$ cat config.mk
export PLATFORM = sky130hd
export DESIGN_NAME = dramc_top
export DESIGN_NICKNAME = d
export VERILOG_FILES = /design/src/rtl/dramc_pkg.sv /design/src/rtl/dramc_refresh_timer.sv /design/src/rtl/dramc_addr_map.sv /design/src/rtl/dramc_seq.sv /design/src/rtl/dramc_top.sv
export SDC_FILE = /design/constraint.sdc
export NUM_CORES = 1
export LEC_CHECK = 0
export ABC_AREA = 1
export CAP_MARGIN = 30
export CORE_MARGIN = 10
export CORE_UTILIZATION = 53
export CTS_BUF_LIST = sky130_fd_sc_hd__clkbuf_4
export CTS_CLUSTER_DIAMETER = 30
export DETAILED_ROUTE_END_ITERATION = 8
export HOLD_SLACK_MARGIN = 0.05
export PLACE_DENSITY = 0.88
export SLEW_MARGIN = 0
export SYNTH_ARGS = -nofsm -noshare
export SYNTH_HDL_FRONTEND = slang
export SYNTH_SLANG_ARGS = --single-unit
export TNS_END_PERCENT = 20
$ cat constraint.sdc
create_clock -name clk -period 3.2 [get_ports clk]
set_clock_uncertainty 0.15 [all_clocks]
set_input_delay 0.48 -clock clk [delete_from_list [all_inputs] [get_ports clk]]
set_output_delay 0.48 -clock clk [all_outputs]
set_load 0.005 [all_outputs]
$ cat src/rtl/dramc_pkg.sv
package dramc_pkg;

  typedef enum logic [3:0] {
    ST_IDLE,
    ST_ROW,
    ST_RAS,
    ST_COL,
    ST_CAS,
    ST_PRE,
    ST_CBR_CAS,
    ST_CBR_RAS,
    ST_CBR_PRE
  } dram_st_e;

  function automatic int max2(input int a, input int b);
    return (a > b) ? a : b;
  endfunction

endpackage

$ cat src/rtl/dramc_refresh_timer.sv
module dramc_refresh_timer #(
  parameter int PERIOD = 1950
) (
  input  logic clk,
  input  logic rst_n,
  input  logic grant,
  output logic pending
);
  localparam int CW = (PERIOD > 1) ? $clog2(PERIOD) : 1;

  logic [CW-1:0] tick_cnt;

  always_ff @(posedge clk or negedge rst_n) begin
    if (!rst_n) begin
      tick_cnt <= CW'(PERIOD - 1);
      pending  <= 1'b0;
    end else begin
      if (grant) pending <= 1'b0;
      if (tick_cnt == '0) begin
        tick_cnt <= CW'(PERIOD - 1);
        pending  <= 1'b1;
      end else begin
        tick_cnt <= tick_cnt - 1'b1;
      end
    end
  end
endmodule

$ cat src/rtl/dramc_addr_map.sv
module dramc_addr_map #(
  parameter int DEV_N = 4,
  parameter int ROW_W = 10,
  parameter int COL_W = 9,
  localparam int SEL_W  = $clog2(DEV_N),
  localparam int ADDR_W = SEL_W + ROW_W + COL_W
) (
  input  logic [ADDR_W-1:0] addr,
  output logic [DEV_N-1:0]  dev_oh,
  output logic [ROW_W-1:0]  row,
  output logic [COL_W-1:0]  col
);
  logic [SEL_W-1:0] dev_idx;

  assign dev_idx = addr[ADDR_W-1 -: SEL_W];
  assign row     = addr[COL_W +: ROW_W];
  assign col     = addr[COL_W-1:0];

  for (genvar g = 0; g < DEV_N; g++) begin : g_dec
    assign dev_oh[g] = (dev_idx == SEL_W'(g));
  end
endmodule

$ cat src/rtl/dramc_seq.sv
module dramc_seq
  import dramc_pkg::*;
#(
  parameter int DEV_N      = 4,
  parameter int ROW_W      = 10,
  parameter int COL_W      = 9,
  parameter int DATA_W     = 8,
  parameter int RAS_TO_COL = 2,
  parameter int COL_SETUP  = 1,
  parameter int CAS_CYC    = 2,
  parameter int PRE_CYC    = 2,
  parameter int CBR_LEAD   = 1,
  parameter int CBR_RAS    = 3,
  localparam int MA_W  = max2(ROW_W, COL_W),
  localparam int T_MAX = max2(max2(max2(RAS_TO_COL, COL_SETUP), max2(CAS_CYC, PRE_CYC)),
                              max2(CBR_LEAD, CBR_RAS)),
  localparam int CNT_W = (T_MAX > 1) ? $clog2(T_MAX) : 1
) (
  input  logic              clk,
  input  logic              rst_n,
  input  logic              start,
  input  logic              in_write,
  input  logic [DEV_N-1:0]  in_dev_oh,
  input  logic [ROW_W-1:0]  in_row,
  input  logic [COL_W-1:0]  in_col,
  input  logic [DATA_W-1:0] in_wdata,
  input  logic              ref_pending,
  output logic              ref_grant,
  output logic              idle_ready,
  input  logic [DATA_W-1:0] dq_in,
  output logic              rsp_valid,
  output logic [DATA_W-1:0] rsp_rdata,
  output logic [DEV_N-1:0]  ras_n,
  output logic              cas_n,
  output logic              we_n,
  output logic              oe_n,
  output logic [MA_W-1:0]   ma,
  output logic [DATA_W-1:0] dq_out,
  output logic              dq_oe
);
  dram_st_e          state;
  logic [CNT_W-1:0]  wait_cnt;
  logic              lat_write;
  logic [DEV_N-1:0]  lat_dev;
  logic [ROW_W-1:0]  lat_row;
  logic [COL_W-1:0]  lat_col;
  logic [DATA_W-1:0] lat_wdata;
  logic [DATA_W-1:0] rdata_q;
  logic              rsp_q;

  assign idle_ready = (state == ST_IDLE) && !ref_pending;
  assign ref_grant  = (state == ST_IDLE) && ref_pending;

  always_ff @(posedge clk or negedge rst_n) begin
    if (!rst_n) begin
      state     <= ST_IDLE;
      wait_cnt  <= '0;
      lat_write <= 1'b0;
      lat_dev   <= '0;
      lat_row   <= '0;
      lat_col   <= '0;
      lat_wdata <= '0;
      rdata_q   <= '0;
      rsp_q     <= 1'b0;
    end else begin
      rsp_q <= 1'b0;
      if (state == ST_IDLE) begin
        if (ref_pending) begin
          state    <= ST_CBR_CAS;
          wait_cnt <= CNT_W'(CBR_LEAD - 1);
        end else if (start) begin
          state     <= ST_ROW;
          wait_cnt  <= '0;
          lat_write <= in_write;
          lat_dev   <= in_dev_oh;
          lat_row   <= in_row;
          lat_col   <= in_col;
          lat_wdata <= in_wdata;
        end
      end else if (wait_cnt != '0) begin
        wait_cnt <= wait_cnt - 1'b1;
      end else begin
        unique case (state)
          ST_ROW: begin
            state    <= ST_RAS;
            wait_cnt <= CNT_W'(RAS_TO_COL - 1);
          end
          ST_RAS: begin
            state    <= ST_COL;
            wait_cnt <= CNT_W'(COL_SETUP - 1);
          end
          ST_COL: begin
            state    <= ST_CAS;
            wait_cnt <= CNT_W'(CAS_CYC - 1);
          end
          ST_CAS: begin
            if (!lat_write) rdata_q <= dq_in;
            rsp_q    <= 1'b1;
            state    <= ST_PRE;
            wait_cnt <= CNT_W'(PRE_CYC - 1);
          end
          ST_CBR_CAS: begin
            state    <= ST_CBR_RAS;
            wait_cnt <= CNT_W'(CBR_RAS - 1);
          end
          ST_CBR_RAS: begin
            state    <= ST_CBR_PRE;
            wait_cnt <= CNT_W'(PRE_CYC - 1);
          end
          default: state <= ST_IDLE;
        endcase
      end
    end
  end

  logic in_row_phase, in_col_phase;
  assign in_row_phase = (state == ST_ROW) || (state == ST_RAS);
  assign in_col_phase = (state == ST_COL) || (state == ST_CAS);

  always_comb begin
    ras_n = '1;
    if ((state == ST_RAS) || in_col_phase) ras_n = ~lat_dev;
    else if (state == ST_CBR_RAS)          ras_n = '0;
  end

  always_comb begin
    ma = '0;
    if (in_row_phase)      ma = MA_W'(lat_row);
    else if (in_col_phase) ma = MA_W'(lat_col);
  end

  assign cas_n     = !((state == ST_CAS) || (state == ST_CBR_CAS) || (state == ST_CBR_RAS));
  assign we_n      = !(lat_write && in_col_phase);
  assign oe_n      = !(!lat_write && (state == ST_CAS));
  assign dq_oe     = lat_write && in_col_phase;
  assign dq_out    = lat_wdata;
  assign rsp_valid = rsp_q;
  assign rsp_rdata = rdata_q;
endmodule

$ cat src/rtl/dramc_top.sv
module dramc_top
  import dramc_pkg::*;
#(
  parameter int DEV_N          = 4,
  parameter int ROW_W          = 10,
  parameter int COL_W          = 9,
  parameter int DATA_W         = 8,
  parameter int REFRESH_PERIOD = 1950,
  parameter int RAS_TO_COL     = 2,
  parameter int COL_SETUP      = 1,
  parameter int CAS_CYC        = 2,
  parameter int PRE_CYC        = 2,
  parameter int CBR_LEAD       = 1,
  parameter int CBR_RAS        = 3,
  localparam int ADDR_W = $clog2(DEV_N) + ROW_W + COL_W,
  localparam int MA_W   = max2(ROW_W, COL_W)
) (
  input  logic              clk,
  input  logic              rst_n,
  input  logic              req_valid,
  output logic              req_ready,
  input  logic              req_write,
  input  logic [ADDR_W-1:0] req_addr,
  input  logic [DATA_W-1:0] req_wdata,
  output logic              rsp_valid,
  output logic [DATA_W-1:0] rsp_rdata,
  output logic [DEV_N-1:0]  dram_ras_n,
  output logic              dram_cas_n,
  output logic              dram_we_n,
  output logic              dram_oe_n,
  output logic [MA_W-1:0]   dram_ma,
  output logic [DATA_W-1:0] dram_dq_out,
  output logic              dram_dq_oe,
  input  logic [DATA_W-1:0] dram_dq_in
);
  logic [DEV_N-1:0] dec_dev;
  logic [ROW_W-1:0] dec_row;
  logic [COL_W-1:0] dec_col;
  logic             ref_pending, ref_grant, start;

  assign start = req_valid && req_ready;

  dramc_addr_map #(.DEV_N(DEV_N), .ROW_W(ROW_W), .COL_W(COL_W)) u_map (
    .addr(req_addr), .dev_oh(dec_dev), .row(dec_row), .col(dec_col)
  );

  dramc_refresh_timer #(.PERIOD(REFRESH_PERIOD)) u_rtim (
    .clk(clk), .rst_n(rst_n), .grant(ref_grant), .pending(ref_pending)
  );

  dramc_seq #(
    .DEV_N(DEV_N), .ROW_W(ROW_W), .COL_W(COL_W), .DATA_W(DATA_W),
    .RAS_TO_COL(RAS_TO_COL), .COL_SETUP(COL_SETUP), .CAS_CYC(CAS_CYC),
    .PRE_CYC(PRE_CYC), .CBR_LEAD(CBR_LEAD), .CBR_RAS(CBR_RAS)
  ) u_seq (
    .clk(clk), .rst_n(rst_n), .start(start), .in_write(req_write),
    .in_dev_oh(dec_dev), .in_row(dec_row), .in_col(dec_col), .in_wdata(req_wdata),
    .ref_pending(ref_pending), .ref_grant(ref_grant), .idle_ready(req_ready),
    .dq_in(dram_dq_in), .rsp_valid(rsp_valid), .rsp_rdata(rsp_rdata),
    .ras_n(dram_ras_n), .cas_n(dram_cas_n), .we_n(dram_we_n), .oe_n(dram_oe_n),
    .ma(dram_ma), .dq_out(dram_dq_out), .dq_oe(dram_dq_oe)
  );
endmodule

Word level (Yosys, flattened, before mapping)
Cells that the tools add are included.
Operators by class
  $add $sub $neg: 2
  equality and inequality tests: 11
  multiplexer cells: 20
  bitwise logic cells: 5
  reduce and logical (&&, ||, !) cells: 26
Operator list (count)
  $mux 4: 6
  $pmux 4 s6: 1
  $eq 4x3->1 const B: 3
  $logic_not 11->1: 1
  $mux 11: 1
  $sub 11x1->11 const B: 1
  $mux 10: 1
  $mux 9: 1
  $eq 4x2->1 const B: 2
  $mux 2: 4
  $pmux 2 s3: 1
  $logic_and 1x1->1: 5
  $logic_not 1->1: 5
  $logic_or 1x1->1: 5
  $mux 1: 5
  $reduce_bool 5->1: 1
  $eq 2x2->1 const B: 2
  $eq 4x1->1 const B: 1
  $logic_not 4->1: 1
  $not 1->1: 4
  $not 4->4: 1
  $reduce_and 2->1: 2
  $reduce_and 4->1: 1
  $reduce_bool 2->1: 2
  7 further kinds: 7
Word-level totals
  register bits after elaboration: 59
  bits of input ports: 41
  output and inout port bits: 36
  word-level logic and storage cells: 75

Logic depth before layout (Yosys ltp)
  depth after elaboration: 6
  mapped depth: 10
  depth with buffers taken out: 9

By module
A second synthesis with hierarchy kept.
Unflattened totals
  cells, all modules: 375
  area, all modules: 3072.9 um^2
By module, submodules not included
  dramc_seq: times used 1, cells an instance 260, area each 2213.4 um^2, seq. area each 1176.1 um^2
  dramc_refresh_timer: times used 1, cells an instance 87, area each 683.2 um^2, seq. area each 310.3 um^2
  dramc_addr_map: times used 1, cells an instance 26, area each 168.9 um^2, seq. area each 0.0 um^2
  dramc_top: times used 1, cells an instance 2, area each 7.5 um^2, seq. area each 0.0 um^2

Least setup slack after synthesis
OpenSTA, ideal clock, no wires.
  path type: reg2out
  from: register u_seq.state[2]
  to: output dram_ras_n[0]
  arrival time: 1.107 ns
  required time: 2.570 ns
  path slack: 1.463 ns
  cell stages (with the launch flop): 8
  path buffers: 0
  path through: dfrtp_1 -> inv_1 -> nor2_1 -> nand2_1 -> nand2_1 -> nor2_1 -> nand2_1 -> o21ai_0
Between the ends
  word-level cells in the longest chain between the ends: 4
Ends and longest elaborated chain
  start, declared: line dramc_seq.sv:41  | dram_st_e state;
  start signal, assigned: line dramc_seq.sv:56  | state <= ST_IDLE;
  start signal, assigned: line dramc_seq.sv:69  | state <= ST_CBR_CAS;
  start signal, assigned: line dramc_seq.sv:72  | state <= ST_ROW;
  $eq 4x2->1 or $eq 4x3->1 (tied branches): line dramc_seq.sv:118  | assign in_col_phase = (state == ST_COL) || (state == ST_CAS);
  $logic_or 1x1->1: line dramc_seq.sv:118
  $logic_or 1x1->1: line dramc_seq.sv:122  | if ((state == ST_RAS) || in_col_phase) ras_n = ~lat_dev;
  $mux 4 *: line dramc_seq.sv:122
  end, declared: line dramc_top.sv:27  | output logic [DEV_N-1:0] dram_ras_n,
Mark *: on every way between the ends. The rest lies on a longest branch, timed or not.

Worst setup path in the final report
Ends and elaborated chain as after synthesis.

==> metrics <==
syn_area_per_cell 8.408 um2; detailed-route DRC error count 0; CP endpoint dram_ras_n[0]; XOR/XNOR share of the synthesized area 0.6490%; crit-path max FO 12; max-cap viol count 0; critical path arrival 2.33 ns; Synth warnings 0; RR Endpoint u_seq.lat_col[2]$_DFFE_PN0P_; VDD IR max 0.5952 mV; minimum clock period 2.958 ns; GP Congestion 0.8735; IO Port Bufs 76; Cell variety after synth 28; reg-to-reg slack, setup 1.19 ns; final setup vio count 0; post-synthesis mux area share 0%; leak pwr 1.778 nW; placed cell area 0.003503 mm2; RR Startpoint u_seq.state[1]$_DFFE_PN0P_; status finished clean; Die Width 91.36 um; Syn Nets 364; H-tree levels 3; Design Area, Final 0.003618 mm2; Initial Utilization 56.03%; Skew-Pair Late Insertion Delay 0.40 ns; Post-synth EDFFs 0; Seq cells post-synth 59; Reg clk slew, reported paths 0.10 ns; combinational family with the most area after synthesis simple AND/OR/NAND/NOR gates; Final nets 446; unrepaired setup endpoints after global routing false; Max-slew headroom 69.98%; Syn Inst Count 321; grt met1 use 19.14%; # clock sinks 59; Slew Viols, Final 0; ant diodes 0; vias in the first global route 2391; gr ovfl total 0; core area 0.004817 mm2; Layout area overhead 34.08%; global routing met2 resource utilization 25.84%; largest net degree at the start of global routing 37; TNS Setup 0 ns; Hold Path Depth 1; post-synthesis compound-gate area fraction 9.550%; antenna violations before repair 0; Root Driver clkbuf_4; adder-cell area share of the yosys netlist 0.9272%; post-route ant nets 0; All-Layer GR Usage 16.47%; TritonCTS buffer count 9; Pwr Density 865.5 mW/mm2; row cnt 25; Netlist Area Pre-Place 0.002699 mm2; WS Path Type reg2out; met3 usage 6.831%; final hold violations 0; CTS Buffer Depth 2; crit path from u_seq.state[2]$_DFFE_PN0P_; sequential-to-total area share from yosys stat 55.08%; Startpoint Class flip-flop; vias per inst 5.053; Filler cells 368; wire length of the first global-routing pass 11170 um; WP data required 2.57 ns; worst min path class reg2reg; dpl hpwl 5030 um; top_reg_cell synth dfrtp_1; Reg2Reg Depth 7; drt wl/cell 14.09 um; top post-synthesis cells by area dfrtp_1, nand2_1, dfstp_2; final WL 6695 um; Die H 91.36 um; busiest grt layer met2; CP Capture Type output pin; Final Cycle Share 92.45%; area leader, netlist dfrtp_1; Die Area 0.008347 mm2; top-count cell post-synth nand2_1; Worst-Margin Slew 0.4496 ns; share of the synthesized area in the top cell type 47.29%; post-synthesis async set-or-reset flop share 100.0%; fraction of layout cells with a size suffix above 1 8.088%; Vias 2400; number of detailed-route iterations in the first pass 5; Synth Area in Simple Gates 27.49%; CTS tree done; fmax 338.0 MHz; I/O pin count 77; Starting DRT DRC Count 136; Synth top cells by count nand2_1, dfrtp_1, inv_1
[cells by family (layout without fill, tap and decap cells)]
group / Yosys count / count (layout)
and+or+nand+nor: 178 / 178
DFF: 59 / 59
buffers and inverters: 38 / 125
AOI/OAI and AO/OA: 42 / 42
xor gates and xnor gates: 2 / 2
adders and majority gates: 2 / 2
[report_power, final]
| group | internal [mW] | switching [mW] | total [mW] |
|---|---|---|---|
| combinational | 0.762 | 0.749 | 1.51 |
| clock | 0.166 | 0.260 | 0.426 |
| sequential | 1.02 | 0.175 | 1.19 |
[sequential cells by signal, summed over array words and instances (netlist names)]
register	cells
u_seq.wait_cnt	2
u_seq.rsp_rdata	8
u_rtim.pending	1
u_seq.state	4
u_seq.rsp_valid	1
u_seq.dq_out	8
u_seq.lat_write	1
u_rtim.tick_cnt	11
u_seq.lat_row	10
u_seq.lat_dev	4
u_seq.lat_col	9
[cell type report]
class | count | area [um2] | share of cell area [%]
clock inverter | 5 | 20.02 | 0.5533
clock buffer | 11 | 82.58 | 2.282
sequential | 59 | 1486 | 41.08
tap | 67 | 83.83 | 2.317
timing repair buffer | 81 | 795.8 | 21.99
inverter | 28 | 105.1 | 2.905
multi-input combinational | 224 | 1045 | 28.87
[critical path, stage by stage (launching register included)]
cell	delay (ns)
dfrtp_1	0.43
inv_1	0.13
nor2_1	0.05
nand2_1	0.12
nand2_1	0.06
buf_4	0.18
nor2_2	0.19
nand2_1	0.13
o21ai_0	0.10
clkdlybuf4s50_1	0.54
[placed cells by master, fill, tap and decap left out]
| cell | n |
|---|---|
| o21ai_1 | 11 |
| a22o_1 | 9 |
| nand3b_1 | 1 |
| o21ai_0 | 14 |
| buf_2 | 1 |
| and2_1 | 1 |
| a21oi_1 | 2 |
| clkinv_2 | 1 |
| nand2_4 | 2 |
| nor2_2 | 2 |
| nor3b_1 | 1 |
| nand3_1 | 11 |
| inv_2 | 1 |
| o31ai_1 | 5 |
| ha_1 | 2 |
| a31oi_1 | 1 |
| clkinv_1 | 5 |
| dfrtp_1 | 51 |
| clkdlybuf4s50_1 | 75 |
| dlygate4sd3_1 | 1 |
| clkbuf_4 | 11 |
| nand4_2 | 1 |
| nor2_1 | 24 |
| nand4_1 | 3 |
| dfstp_2 | 8 |
| nor3_1 | 1 |
| xnor2_1 | 2 |
| inv_1 | 26 |
| nor2_4 | 2 |
| buf_4 | 4 |
| nand2_1 | 129 |
[stage by stage]
stage                     worst slack (ns)  hold WS (ns)  total power, mW  std cells  util, %
after floorplan                      1.463       0.03441            1.959        321        -
after global placement              0.7232        0.2914            2.659        458    72.73
after detailed placement            0.5853        0.2901            2.709        458    72.73
after CTS                           0.1260        0.3342            3.150        475    75.06
after global routing               0.05147        0.3556            3.389        475    75.12
final                               0.2417        0.3327            3.132        475    75.12
[routing by layer]
| metal | vias to the layer above | part of all wire [%] |
|---|---|---|
| met4 | 0 | 1.8 |
| met2 | 75 | 48 |
| li1 | 1194 | - |
| met5 | - | 0 |
| met3 | 11 | 8.4 |
| met1 | 1120 | 42 |
[how the worst min path moves through the flow]
stage,slack [ns],end,from
after floorplan,0.03,u_rtim.pending$_DFFE_PN0P_,rst_n
after global placement,0.29,u_seq.state[1]$_DFFE_PN0P_,rst_n
after detailed placement,0.29,u_seq.state[1]$_DFFE_PN0P_,rst_n
after CTS,0.33,u_rtim.tick_cnt[0]$_DFF_PN1_,u_rtim.tick_cnt[0]$_DFF_PN1_
after global routing,0.36,u_rtim.tick_cnt[0]$_DFF_PN1_,u_rtim.tick_cnt[0]$_DFF_PN1_
final,0.33,u_rtim.tick_cnt[0]$_DFF_PN1_,u_rtim.tick_cnt[0]$_DFF_PN1_
[what timing repair did]
action	4_1_cts	5_1_grt
endpoints found under the setup margin	0	4
hold endpoints to repair	12	0
setup buffers	0	0
resized for setup	0	1
hold buffers	1	0
(Power assumes the default switching activity.)
